**config.mk**
```make
export PLATFORM = sky130hd
export DESIGN_NAME = slot_issue_ctl
export DESIGN_NICKNAME = d
export VERILOG_FILES = /design/src/rtl/slot_issue_pkg.sv /design/src/rtl/unit_busy_ctr.sv /design/src/rtl/slot_pair_arb.sv /design/src/rtl/slot_issue_ctl.sv
export SDC_FILE = /design/constraint.sdc
export NUM_CORES = 1
export LEC_CHECK = 0
export BUFFER_PORTS_ARGS = -buffer_cell sky130_fd_sc_hd__buf_2
export CORE_AREA = 3 3 40 42
export CTS_BUF_LIST = sky130_fd_sc_hd__clkbuf_8
export DETAILED_ROUTE_END_ITERATION = 10
export DIE_AREA = 0 0 43 45
export GPL_TIMING_DRIVEN = 0
export PLACE_DENSITY = 0.76
export SLEW_MARGIN = 20
export SYNTH_ARGS = -nofsm -noshare
export SYNTH_HDL_FRONTEND = slang
export SYNTH_SLANG_ARGS = --single-unit
```
**constraint.sdc**
```tcl
create_clock -name clk -period 2.8 [get_ports clk]
set_input_delay 0 -clock clk [delete_from_list [all_inputs] [get_ports clk]]
set_output_delay 0 -clock clk [all_outputs]
set_load 0.01 [all_outputs]
```
**src/rtl/slot_issue_pkg.sv**
```systemverilog
package slot_issue_pkg;
  typedef enum logic [1:0] {
    UNIT_NONE = 2'b00,
    UNIT_FDIV = 2'b01,
    UNIT_IMUL = 2'b10,
    UNIT_RSVD = 2'b11
  } unit_e;

  localparam int NUM_UNITS = 2;
  localparam int NUM_SLOTS = 2;

  // unit code owned by tracker index u
  function automatic unit_e unit_of_index(input int u);
    return (u == 0) ? UNIT_FDIV : UNIT_IMUL;
  endfunction

  function automatic logic is_long(input unit_e k);
    return (k == UNIT_FDIV) || (k == UNIT_IMUL);
  endfunction
endpackage

```
**src/rtl/unit_busy_ctr.sv**
```systemverilog
module unit_busy_ctr #(
  parameter int LAT = 8,
  localparam int W = (LAT < 2) ? 1 : $clog2(LAT)
) (
  input  logic clk,
  input  logic rst,
  input  logic load,
  output logic busy
);
  logic [W-1:0] cnt_q;

  always_ff @(posedge clk) begin
    if (rst)
      cnt_q <= '0;
    else if (load)
      cnt_q <= W'(LAT - 1);
    else if (cnt_q != '0)
      cnt_q <= cnt_q - 1'b1;
  end

  assign busy = (cnt_q != '0);
endmodule

```
**src/rtl/slot_pair_arb.sv**
```systemverilog
module slot_pair_arb (
  input  logic       pend0,
  input  logic       pend1,
  input  logic       fp0,
  input  logic       fp1,
  input  logic       held0,
  input  logic       held1,
  input  logic       share_unit,
  output logic       grant0,
  output logic       grant1,
  output logic       slip
);
  logic pair_ok;

  always_comb begin
    grant0  = pend0 && !held0;
    // younger may go only beside an issuing older of the other class
    pair_ok = !pend0 || (grant0 && (fp0 != fp1) && !share_unit);
    grant1  = pend1 && !held1 && pair_ok;
    slip    = pend0 ? held0 : (pend1 && held1);
  end
endmodule

```
**src/rtl/slot_issue_ctl.sv**
```systemverilog
module slot_issue_ctl
  import slot_issue_pkg::*;
#(
  parameter int FDIV_LAT = 12,
  parameter int IMUL_LAT = 8
) (
  input  logic       clk,
  input  logic       rst,
  input  logic       pair_valid,
  input  logic [1:0] slot_valid,
  input  logic [1:0] slot_fp,
  input  logic [1:0] slot0_unit,
  input  logic [1:0] slot1_unit,
  output logic       issue0,
  output logic       issue1,
  output logic       slip,
  output logic       pair_advance
);
  unit_e                k0, k1;
  logic [NUM_SLOTS-1:0] done_q;
  logic [NUM_SLOTS-1:0] pend;
  logic [NUM_UNITS-1:0] busy_vec;
  logic                 held0, held1;
  logic                 share_unit;

  assign k0 = unit_e'(slot0_unit);
  assign k1 = unit_e'(slot1_unit);

  always_comb begin
    for (int s = 0; s < NUM_SLOTS; s++)
      pend[s] = pair_valid && slot_valid[s] && !done_q[s];
  end

  always_comb begin
    held0 = 1'b0;
    held1 = 1'b0;
    for (int u = 0; u < NUM_UNITS; u++) begin
      if (k0 == unit_of_index(u) && busy_vec[u]) held0 = 1'b1;
      if (k1 == unit_of_index(u) && busy_vec[u]) held1 = 1'b1;
    end
    share_unit = is_long(k0) && (k0 == k1);
  end

  slot_pair_arb u_arb (
    .pend0      (pend[0]),
    .pend1      (pend[1]),
    .fp0        (slot_fp[0]),
    .fp1        (slot_fp[1]),
    .held0      (held0),
    .held1      (held1),
    .share_unit (share_unit),
    .grant0     (issue0),
    .grant1     (issue1),
    .slip       (slip)
  );

  assign pair_advance = pair_valid && (!pend[0] || issue0) && (!pend[1] || issue1);

  always_ff @(posedge clk) begin
    if (rst)
      done_q <= '0;
    else if (pair_advance)
      done_q <= '0;
    else
      done_q <= done_q | {issue1, issue0};
  end

  for (genvar u = 0; u < NUM_UNITS; u++) begin : g_unit
    localparam int LAT_U = (u == 0) ? FDIV_LAT : IMUL_LAT;
    logic ld;
    assign ld = (issue0 && k0 == unit_of_index(u)) ||
                (issue1 && k1 == unit_of_index(u));
    unit_busy_ctr #(.LAT(LAT_U)) u_ctr (
      .clk  (clk),
      .rst  (rst),
      .load (ld),
      .busy (busy_vec[u])
    );
  end
endmodule

```
==> reports/results.ini <==
[logic_synthesis]
syn_area_per_cell_sq_um = 8.11
syn_nets = 94
synth.distinct_cells = 35
synth_warnings = 0
syn_area_sq_um = 641
synth_seq_cells = 9
ys_seq_area_share_pct = 28.1
syn_inst = 79

[floorplan]
die-area_sq_um = 1940
core_sq_um = 1280
die_y_um = 45
rows = 13
die_w_um = 43
io_pins = 15
initial_utilization_pct = 49.9

[finish]
fin_cells = 111
layout.nets = 112
multiInputGateArea_sq_um = 418
diodes = 0
fill_cells = 111
utilization_pct = 59.9
register_area_sq_um = 180
stdcell_area_sq_um = 769
drive_gt1_share_pct = 24.0
syn_to_final_growth_pct = 20.1

[clocking]
cts_sinks = 9
cts_buffer_depth = 2
numCtsBuffers = 3
cts_setup_buffers = 0
clkTransAtPathRegs_ps = 50
hold_buffers = 0
htreeDepth = 1
clk-insertion-delay-late_ps = 230
clock-root-buffer = clkbuf_8
post_cts_resized = 0
cts_tree = yes

[grt]
grt_pass1_vias = 552
globalRouteOverflowTotal = 0
antenna_found_initial = 0
grt_pass1_wl_um = 2110
track_usage_pct = 14.4
grt_max_degree = 10

[hold_path]
min_from = pair_valid
hold_path_depth = 2
hp-class = in -> reg

[pwr]
p_per_area_nw_per_um2 = 696
total_power_mw = 0.536
ir_drop_uv = 390
leakage_nw = 0.351

[place]
port_buffers = 13
placed_cell_area_sq_um = 724
place_inst = 107
hpwl_um = 997
pre_cts_slack_ps = 1170
gp_congestion = 0.837

[worst_setup_path]
regToRegStartpoint = g_unit[1].u_ctr.cnt_q[0]
critPathLaunch = g_unit[1].u_ctr.cnt_q[0]
required_ps = 2800
cp.arrival_ps = 1720
r2r_cells = 8
critPathLaunchType = flip-flop
criticalPathCategory = reg -> out
worstPathMaxFanout = 9
end_kind = primary output

[route]
dr_total_vias = 588
drc = 0
drtPass1Iterations = 4
finalWirelength_um = 1270
ant_nets = 0
viasPerCell = 5.30
wl_per_cell_um = 11.4
first_iter_violations = 16

[timing]
fin_setup_tns_ps = 0
relSlewSlack_pct = 71.3
setup_viol = 0
rsz0062_at_grt = false
worst_clock_skew_ps = 4.13
fin_hold_ws_ps = 19.1
fmax_ghz = 0.583
layout_setup_ws_ps = 1080
period_share_pct = 61.3
fin_crit_ps = 1720
slew_viol_final = 0
worst_pin_slew_ps = 431
hold_viol = 0

[run_status]
status = finished, final reports clean

[run]
maxCapViolCount = 0

## layout by cell type, fill, tap and decap left out, types with 3 or more instances in the layout
cell type  Yosys  routed
nand2b_1       3       3
inv_1          9      10
a31oi_1        4       4
ha_1           4       4
nand2_1        8       8
nor2_1         3       3
clkbuf_8       0       3
a21oi_1        5       5
dfxtp_1        9       9
buf_2          1      14
nand3_1        3       3
## final timing paths
path                            slack (ps)                       end
worst min-delay path                    20                 done_q[1]
worst max-delay path                  1080              pair_advance
worst min register to register         510                 done_q[1]
worst max register to register        1160  g_unit[0].u_ctr.cnt_q[0]
## registers in the layout, indices dropped and copies added (netlist names)
signal              count
g_unit.u_ctr.cnt_q      7
done_q                  2
## cell type report
| class | instances | area share, % |
|---|---|---|
| multi-input combinational | 59 | 54.3 |
| sequential | 9 | 23.4 |
| timing repair buffer | 13 | 8.46 |
| clock buffer | 3 | 5.37 |
| inverter | 9 | 4.39 |
| tap | 15 | 2.44 |
| buffer | 2 | 1.14 |
| clock inverter | 1 | 0.488 |
## metal layers
layer  share of wire [%]  GRT usage [%]  vias up
li1                    -              -      310
met1                  46           14.8      264
met2                  50           26.9       12
met3                 3.6           3.59        2
met4                0.71           7.23        0
met5                   0              0        -
## power by group
| group | internal (mW) | total (mW) | switching, mW |
|---|---|---|---|
| Combinational | 0.0998 | 0.216 | 0.116 |
| Clock | 0.0955 | 0.147 | 0.0520 |
| Sequential | 0.155 | 0.172 | 0.0171 |
| Total | 0.351 | 0.536 | 0.185 |
## worst max-delay path: stages, from the launching register on
cell and delay [ps]:
dfxtp_1 320, inv_1 70, ha_1 220, nand2b_1 70, buf_2 170, nand2_1 90, a21o_4 250, nand3_1 100
nand2_1 60, buf_2 130
## synthesized netlist by cell type
library cell / n / share of area (%)
nand3_2: 1 / 1.6
o31ai_1: 1 / 1.2
or3_1: 1 / 0.98
a31oi_1: 4 / 3.9
nand2b_1: 3 / 2.9
buf_1: 1 / 0.59
nor2_1: 3 / 1.8
nand3b_1: 1 / 1.2
a211oi_2: 1 / 2.0
nand2_1: 8 / 4.7
ha_1: 4 / 7.8
nand3_1: 3 / 2.3
and3_1: 2 / 2.0
a221oi_2: 1 / 2.3
nand2b_2: 1 / 1.4
o21bai_1: 1 / 1.2
and2_1: 1 / 0.98
nor3b_1: 1 / 1.2
nor2b_1: 2 / 2.0
nor3_1: 2 / 1.6
o21ai_1: 1 / 0.78
xor2_1: 2 / 2.7
xnor2_1: 1 / 1.4
a21o_4: 1 / 2.3
nor4_1: 1 / 0.98
dfxtp_1: 9 / 28
a211oi_1: 1 / 1.2
o21ai_0: 2 / 1.6
nand4_1: 1 / 0.98
mux2i_1: 1 / 1.6
nor4_4: 1 / 3.3
a21oi_1: 5 / 3.9
o2111a_1: 1 / 1.8
inv_1: 9 / 5.3
buf_2: 1 / 0.78
## cell families (layout without fill, tap and decap cells)
| logic type | count (synthesis) | after routing | synth area share, % |
|---|---|---|---|
| DFF | 9 | 9 | 28.1 |
| xor gates and xnor gates | 3 | 3 | 4.10 |
| AOI/OAI and AO/OA | 19 | 19 | 22.1 |
| buffers and inverters | 11 | 28 | 6.64 |
| adders and majority gates | 4 | 4 | 7.81 |
| and+or+nand+nor | 32 | 32 | 29.7 |
| muxes | 1 | 1 | 1.56 |
(Power assumes the default switching activity.)
